===== src/rtl/irq_agg_pkg.sv =====
package irq_agg_pkg;
   localparam int unsigned GRP_STRIDE = 4;
   localparam int unsigned EVT_PER_CH = 3;
   localparam int unsigned OFS_TX     = 0;
   localparam int unsigned OFS_RX     = 1;
   localparam int unsigned OFS_BRK    = 2;
   localparam int unsigned OFS_AUX    = 3;
endpackage


===== src/rtl/irq_agg_chan.sv =====
module irq_agg_chan
   import irq_agg_pkg::*;
#(
   parameter int unsigned N_EVT = EVT_PER_CH
) (
   input  logic             clk,
   input  logic             rst_n,
   input  logic [N_EVT-1:0] evt_set,
   input  logic [N_EVT-1:0] evt_clr,
   output logic [N_EVT-1:0] evt_q
);
   for (genvar b = 0; b < N_EVT; b++) begin : g_flag
      always_ff @(posedge clk or negedge rst_n) begin
         if (!rst_n)          evt_q[b] <= 1'b0;
         else if (evt_set[b]) evt_q[b] <= 1'b1;
         else if (evt_clr[b]) evt_q[b] <= 1'b0;
      end

      p_set_wins_r3: assert property (@(posedge clk) disable iff (!rst_n)
         evt_set[b] |=> evt_q[b]);
      p_clr_only_r4: assert property (@(posedge clk) disable iff (!rst_n)
         (evt_clr[b] && !evt_set[b]) |=> !evt_q[b]);
   end
endmodule


===== src/rtl/irq_agg_pchg.sv =====
module irq_agg_pchg #(
   parameter int unsigned PIN_W = 4,
   localparam int unsigned REG_W = 2 * PIN_W
) (
   input  logic             clk,
   input  logic             rst_n,
   input  logic             rd_clr,
   input  logic [PIN_W-1:0] delta,
   input  logic [PIN_W-1:0] level,
   output logic [REG_W-1:0] chg_q
);
   logic [PIN_W-1:0] sticky_q;
   logic [PIN_W-1:0] level_q;

   always_ff @(posedge clk or negedge rst_n) begin
      if (!rst_n) begin
         sticky_q <= '0;
         level_q  <= '0;
      end else begin
         sticky_q <= delta | (rd_clr ? '0 : sticky_q);
         level_q  <= level;
      end
   end

   assign chg_q = {sticky_q, level_q};

   p_rd_clear_r8: assert property (@(posedge clk) disable iff (!rst_n)
      (rd_clr && delta == '0) |=> chg_q[REG_W-1:PIN_W] == '0);
   p_keep_delta_r8: assert property (@(posedge clk) disable iff (!rst_n)
      (delta != '0) |=> ((chg_q[REG_W-1:PIN_W] & $past(delta)) == $past(delta)));
endmodule


===== src/rtl/irq_agg_req.sv =====
module irq_agg_req #(
   parameter int unsigned DATA_W = 8
) (
   input  logic              clk,
   input  logic              rst_n,
   input  logic [DATA_W-1:0] stat,
   input  logic              mask_wr,
   input  logic [DATA_W-1:0] mask_wdata,
   output logic [DATA_W-1:0] mask_q,
   output logic              irq
);
   always_ff @(posedge clk or negedge rst_n) begin
      if (!rst_n) begin
         mask_q <= '0;
         irq    <= 1'b0;
      end else begin
         if (mask_wr) mask_q <= mask_wdata;
         irq <= mask_wr ? 1'b0 : |(stat & mask_q);
      end
   end

   p_mask_load_r5: assert property (@(posedge clk) disable iff (!rst_n)
      mask_wr |=> mask_q == $past(mask_wdata));
   p_drop_r7: assert property (@(posedge clk) disable iff (!rst_n)
      mask_wr |=> !irq);
   p_quiet_r6: assert property (@(posedge clk) disable iff (!rst_n)
      (mask_q == '0) |=> !irq);
   p_raise_r6: assert property (@(posedge clk) disable iff (!rst_n)
      (!mask_wr && (stat & mask_q) != '0) |=> irq);
endmodule


===== src/rtl/irq_status_agg.sv =====
module irq_status_agg
   import irq_agg_pkg::*;
#(
   parameter int unsigned DATA_W    = 8,
   parameter int unsigned ADDR_W    = 4,
   parameter int unsigned NUM_CH    = 2,
   parameter int unsigned PIN_W     = 4,
   parameter int unsigned STAT_ADDR = 5,
   parameter int unsigned CHG_ADDR  = 4
) (
   input  logic              clk,
   input  logic              rst_n,
   input  logic              bus_rd,
   input  logic              bus_wr,
   input  logic [ADDR_W-1:0] bus_addr,
   input  logic [DATA_W-1:0] wr_data,
   output logic [DATA_W-1:0] rd_data,
   input  logic [NUM_CH-1:0] tx_rdy_set,
   input  logic [NUM_CH-1:0] tx_rdy_clr,
   input  logic [NUM_CH-1:0] rx_rdy_set,
   input  logic [NUM_CH-1:0] rx_rdy_clr,
   input  logic [NUM_CH-1:0] brk_chg_set,
   input  logic [NUM_CH-1:0] brk_chg_clr,
   input  logic              ctr_rdy_set,
   input  logic              ctr_rdy_clr,
   input  logic [PIN_W-1:0]  pin_delta,
   input  logic [PIN_W-1:0]  pin_level,
   output logic              irq
);
   localparam logic [ADDR_W-1:0] A_STAT = ADDR_W'(STAT_ADDR);
   localparam logic [ADDR_W-1:0] A_CHG  = ADDR_W'(CHG_ADDR);
   localparam int unsigned       CHG_W  = 2 * PIN_W;

   if (DATA_W != NUM_CH * GRP_STRIDE) begin : g_bad_width
      $error("status width must equal channel count times group stride");
   end
   if (CHG_W != DATA_W) begin : g_bad_pins
      $error("pin-change byte must match the data width");
   end
   if (NUM_CH != 2) begin : g_bad_ch
      $error("the auxiliary bits need exactly two channel groups");
   end

   logic [DATA_W-1:0] stat_w;
   logic [DATA_W-1:0] mask_q;
   logic [CHG_W-1:0]  chg_q;
   logic              ctr_q;
   logic              sel_stat, sel_chg;

   assign sel_stat = (bus_addr == A_STAT);
   assign sel_chg  = (bus_addr == A_CHG);

   always_ff @(posedge clk or negedge rst_n) begin
      if (!rst_n)           ctr_q <= 1'b0;
      else if (ctr_rdy_set) ctr_q <= 1'b1;
      else if (ctr_rdy_clr) ctr_q <= 1'b0;
   end

   for (genvar ch = 0; ch < NUM_CH; ch++) begin : g_ch
      localparam int unsigned BASE = ch * GRP_STRIDE;
      logic [EVT_PER_CH-1:0] set_v, clr_v, q_v;

      assign set_v[OFS_TX]  = tx_rdy_set[ch];
      assign set_v[OFS_RX]  = rx_rdy_set[ch];
      assign set_v[OFS_BRK] = brk_chg_set[ch];
      assign clr_v[OFS_TX]  = tx_rdy_clr[ch];
      assign clr_v[OFS_RX]  = rx_rdy_clr[ch];
      assign clr_v[OFS_BRK] = brk_chg_clr[ch];

      irq_agg_chan #(.N_EVT(EVT_PER_CH)) u_chan (
         .clk     (clk),
         .rst_n   (rst_n),
         .evt_set (set_v),
         .evt_clr (clr_v),
         .evt_q   (q_v)
      );

      assign stat_w[BASE +: EVT_PER_CH] = q_v;

      if (ch == 0) begin : g_aux_ctr
         assign stat_w[BASE + OFS_AUX] = ctr_q;
      end else begin : g_aux_pin
         assign stat_w[BASE + OFS_AUX] = |chg_q[CHG_W-1:PIN_W];
      end
   end

   irq_agg_pchg #(.PIN_W(PIN_W)) u_pchg (
      .clk    (clk),
      .rst_n  (rst_n),
      .rd_clr (bus_rd && sel_chg),
      .delta  (pin_delta),
      .level  (pin_level),
      .chg_q  (chg_q)
   );

   irq_agg_req #(.DATA_W(DATA_W)) u_req (
      .clk        (clk),
      .rst_n      (rst_n),
      .stat       (stat_w),
      .mask_wr    (bus_wr && sel_stat),
      .mask_wdata (wr_data),
      .mask_q     (mask_q),
      .irq        (irq)
   );

   always_comb begin
      rd_data = '0;
      if (bus_rd) begin
         if (sel_stat)     rd_data = stat_w;
         else if (sel_chg) rd_data = chg_q;
      end
   end

   p_other_wr_r10: assert property (@(posedge clk) disable iff (!rst_n)
      (bus_wr && !sel_stat) |=> $stable(mask_q));
   p_rd_keeps_r2: assert property (@(posedge clk) disable iff (!rst_n)
      (bus_rd && sel_stat && !ctr_rdy_set && !ctr_rdy_clr) |=> $stable(ctr_q));
   p_brk_only_r4: assert property (@(posedge clk) disable iff (!rst_n)
      (brk_chg_clr[0] && !brk_chg_set[0] && !tx_rdy_set[0] && !tx_rdy_clr[0]
       && !rx_rdy_set[0] && !rx_rdy_clr[0])
      |=> !stat_w[OFS_BRK] && $stable(stat_w[OFS_RX:OFS_TX]));
endmodule


===== config.mk =====
export PLATFORM = sky130hd
export DESIGN_NAME = irq_status_agg
export DESIGN_NICKNAME = d
export VERILOG_FILES = /design/src/rtl/irq_agg_pkg.sv /design/src/rtl/irq_agg_chan.sv /design/src/rtl/irq_agg_pchg.sv /design/src/rtl/irq_agg_req.sv /design/src/rtl/irq_status_agg.sv
export SDC_FILE = /design/constraint.sdc
export NUM_CORES = 1
export LEC_CHECK = 0
export ABC_AREA = 0
export BUFFER_PORTS_ARGS = -buffer_cell sky130_fd_sc_hd__buf_2
export CAP_MARGIN = 10
export CORE_ASPECT_RATIO = 1.1
export CORE_UTILIZATION = 45
export CTS_CLUSTER_DIAMETER = 80
export CTS_CLUSTER_SIZE = 20
export DETAILED_ROUTE_END_ITERATION = 8
export PLACE_DENSITY = 0.81
export SLEW_MARGIN = 20
export SYNTH_ARGS = -nofsm -noshare
export SYNTH_HDL_FRONTEND = slang
export SYNTH_SLANG_ARGS = --single-unit

===== constraint.sdc =====
create_clock -name clk -period 1.3 [get_ports clk]
set_input_delay 0 -clock clk [delete_from_list [all_inputs] [get_ports clk]]
set_output_delay 0 -clock clk [all_outputs]
set_load 0.005 [all_outputs]

==> results.toml <==
[final_layout]
area.growth.synth_to_final_pct = 62.79
nets = 202
fin_cells = 191
drive_gt1_frac = 0.4233
n_fill_cell = 116
stdcell_area_sq_um = 1648
antennaDiodeCount = 0
multi_input_area_sq_um = 366.6
regArea_sq_um = 600.6

[setup_path]
path_cells = "or3_4, a21oi_2, nor2_1, buf_2"
end_kind = "output port"
slowest_delay_ps = 420
timing_worst_setup_path_type = "reg2out"
crit_fanout = 2
slowest_stage = "dfrtp_1"
cp.required_ps = 1300
start_kind = "flop"
arrival_ps = 1490

[synth]
yosysMostFrequentCell = "dfrtp_1"
synth_edf_count = 0
synth_top_area_share = 0.5933
yosysUniqueCellTypes = 18
ys_seq_area_frac = 0.5933
ys.flop_type = "dfrtp_1"
yosysTopAreaCell = "dfrtp_1"
syn_nets = 117
syn_inst = 79
synth_commonest_cells = "24 x dfrtp_1, 11 x a21o_1, 9 x nor2_1, 8 x mux2_2"
synth_area_sq_um = 1012
yosysWarnings = 0
avgSynthCellArea_sq_um = 12.81
synthArstFlopShare = 1.000
synthTopCellsByArea = "dfrtp_1 59%, mux2_2 8.9%, a21o_1 8.2%"
synth-seq-cells = 24

[job]
drv_cap = 0

[global_routing]
grt_pass1_vias = 1107
grt_pass1_wl_microns = 5043
grt_overflow = 0
gr-usage-all-layers = 0.3153
grt_max_degree = 25
antenna_found_initial = 0

[clock_network]
cts_tree = "built"
cts.sinks = 24
worstSkewPairLatency_ps = 340
h-tree-depth = 1
cts_made_buffers = 3
clkSlewWorstSetupHoldPaths_ps = 140
cts.path.max_buffers = 2
cts-root-buf = "clkbuf_4"

[timing]
whs_ps = -56.57
period_minus_slack_ps = 1494
slew_violations = 0
setup_tns_ps = -267.2
grt_setup_unrepaired = "true"
setup_violations = 3
skew_ps = 2.746
fin_crit_sh = 1.149
finalWorstSetupSlack_ps = -194.3
slew_headroom = 0.6508
fmax_mhz = 669.2
worstMarginPinSlew_ps = 523.8
hold_violations = 1

[power_and_ir_drop]
p_leak_uw = 0.0008287
total_power_uw = 1646
p_per_area_nw_per_um2 = 999.0
ir_drop_mv = 0.9609

[place]
place.gp.congestion = 0.6314
place_area_sq_um = 1265
dp_hpwl_microns = 1443
port_buffers = 46
dp.cells = 152

[route]
routed_wl_microns = 3440
wl_per_cell_microns = 18.01
drc = 0
routed_via_density = 5.356
ant_nets = 0
drt_pass1_iterations = 5
dr_total_vias = 1023
first_iter_violations = 16

[floorplanning]
core_sq_um = 2063
start_util = 0.4906
die_h_microns = 51.74
die_w_microns = 47.22
row_count = 17
dieArea_sq_um = 2443
io_pins = 47

[status]
status = "complete, but fails checks"
failed_checks = "hold timing, setup timing"

[worst_hold_path]
hold_class = "in2reg"
[flip-flops by register name, summed over array words and instances (netlist names)]
register / flops
u_req.mask_q: 8
g_ch.u_chan.evt_q: 6
u_pchg.level_q: 4
u_pchg.sticky_q: 4
ctr_q: 1
u_req.irq: 1
[worst paths after layout]
check / from / end / slack, ps / cells after the start
max: u_pchg.sticky_q[1] / rd_data[7] / -190 / 4
min in group asynchronous: rst_n / u_pchg.sticky_q[1] / 160 / 2
max reg2reg: g_ch[0].u_chan.evt_q[2] / g_ch[0].u_chan.evt_q[2] / 40 / 2
min: rx_rdy_clr[1] / g_ch[1].u_chan.evt_q[1] / -60 / 3
max in group asynchronous: rst_n / u_req.mask_q[3] / 790 / 2
min reg2reg: u_req.mask_q[5] / u_req.mask_q[5] / 550 / 1
[layer usage]
layer,wire (microns),track usage,vias up,share of wire
li1,-,-,443,-
met1,1168,0.3619,483,0.34
met2,1795,0.5479,78,0.52
met3,278,0.04861,19,0.081
met4,197,0.1524,0,0.057
met5,0,0,-,0
[cell type report]
type	count	area share
Clock buffer	4	0.02202
Inverter	7	0.01595
Tap cell	28	0.02126
Multi-Input combinational cell	45	0.2225
Timing Repair Buffer	83	0.3538
Sequential cell	24	0.3645
[worst max-delay path, delay by kind of cell, from the launching register on]
kind | cells | cell delay, ps
flops | 1 | 420
buf+inv | 1 | 120
simple gates | 2 | 470
compound gates | 1 | 150
[power by group]
part           switching [uW]  internal (uW)  leakage (uW)
sequential               60.5            833      0.000265
clock                     246            172     0.0000210
combinational             127            207      0.000542
total                     434           1210      0.000829
[timing repair]
action | CTS | global route
gates resized for setup | 0 | 2
hold endpoints to repair | 47 | 1
pin swaps | 1 | 0
cloned | 0 | 0
hold buffers | 31 | 1
endpoints found under the setup margin | 1 | 4
setup buffers | 2 | 3
[layout by cell type (no fill, tap or decap), drive strengths merged]
cell,instances
a221oi,1
a222oi,1
o21ai,1
mux2i,7
nand4bb,1
nor2,9
a21oi,1
or2,1
or3,1
and4,1
a31oi,1
mux2,8
dfrtp,24
inv,7
a21o,11
dlygate4sd3,30
a22o,1
clkbuf,4
buf,53
[stage by stage]
step	setup WS, ps	util
3_5_place_dp	163.7	0.6131
5_1_grt	-246.4	0.7987
4_1_cts	-96.68	0.7884
2_1_floorplan	202.5	-
6_report	-194.3	0.7987
3_3_place_gp	169.2	0.6131
[cell families after synthesis]
family,after synthesis,share of synthesized area
flip-flops,24,0.5933
AO/OA/AOI/OAI,17,0.1248
multiplexers,15,0.1582
AND/OR/NAND/NOR,13,0.07046
buffers and inverters,10,0.05315
No activity file was read; power rests on OpenSTA's default activity.
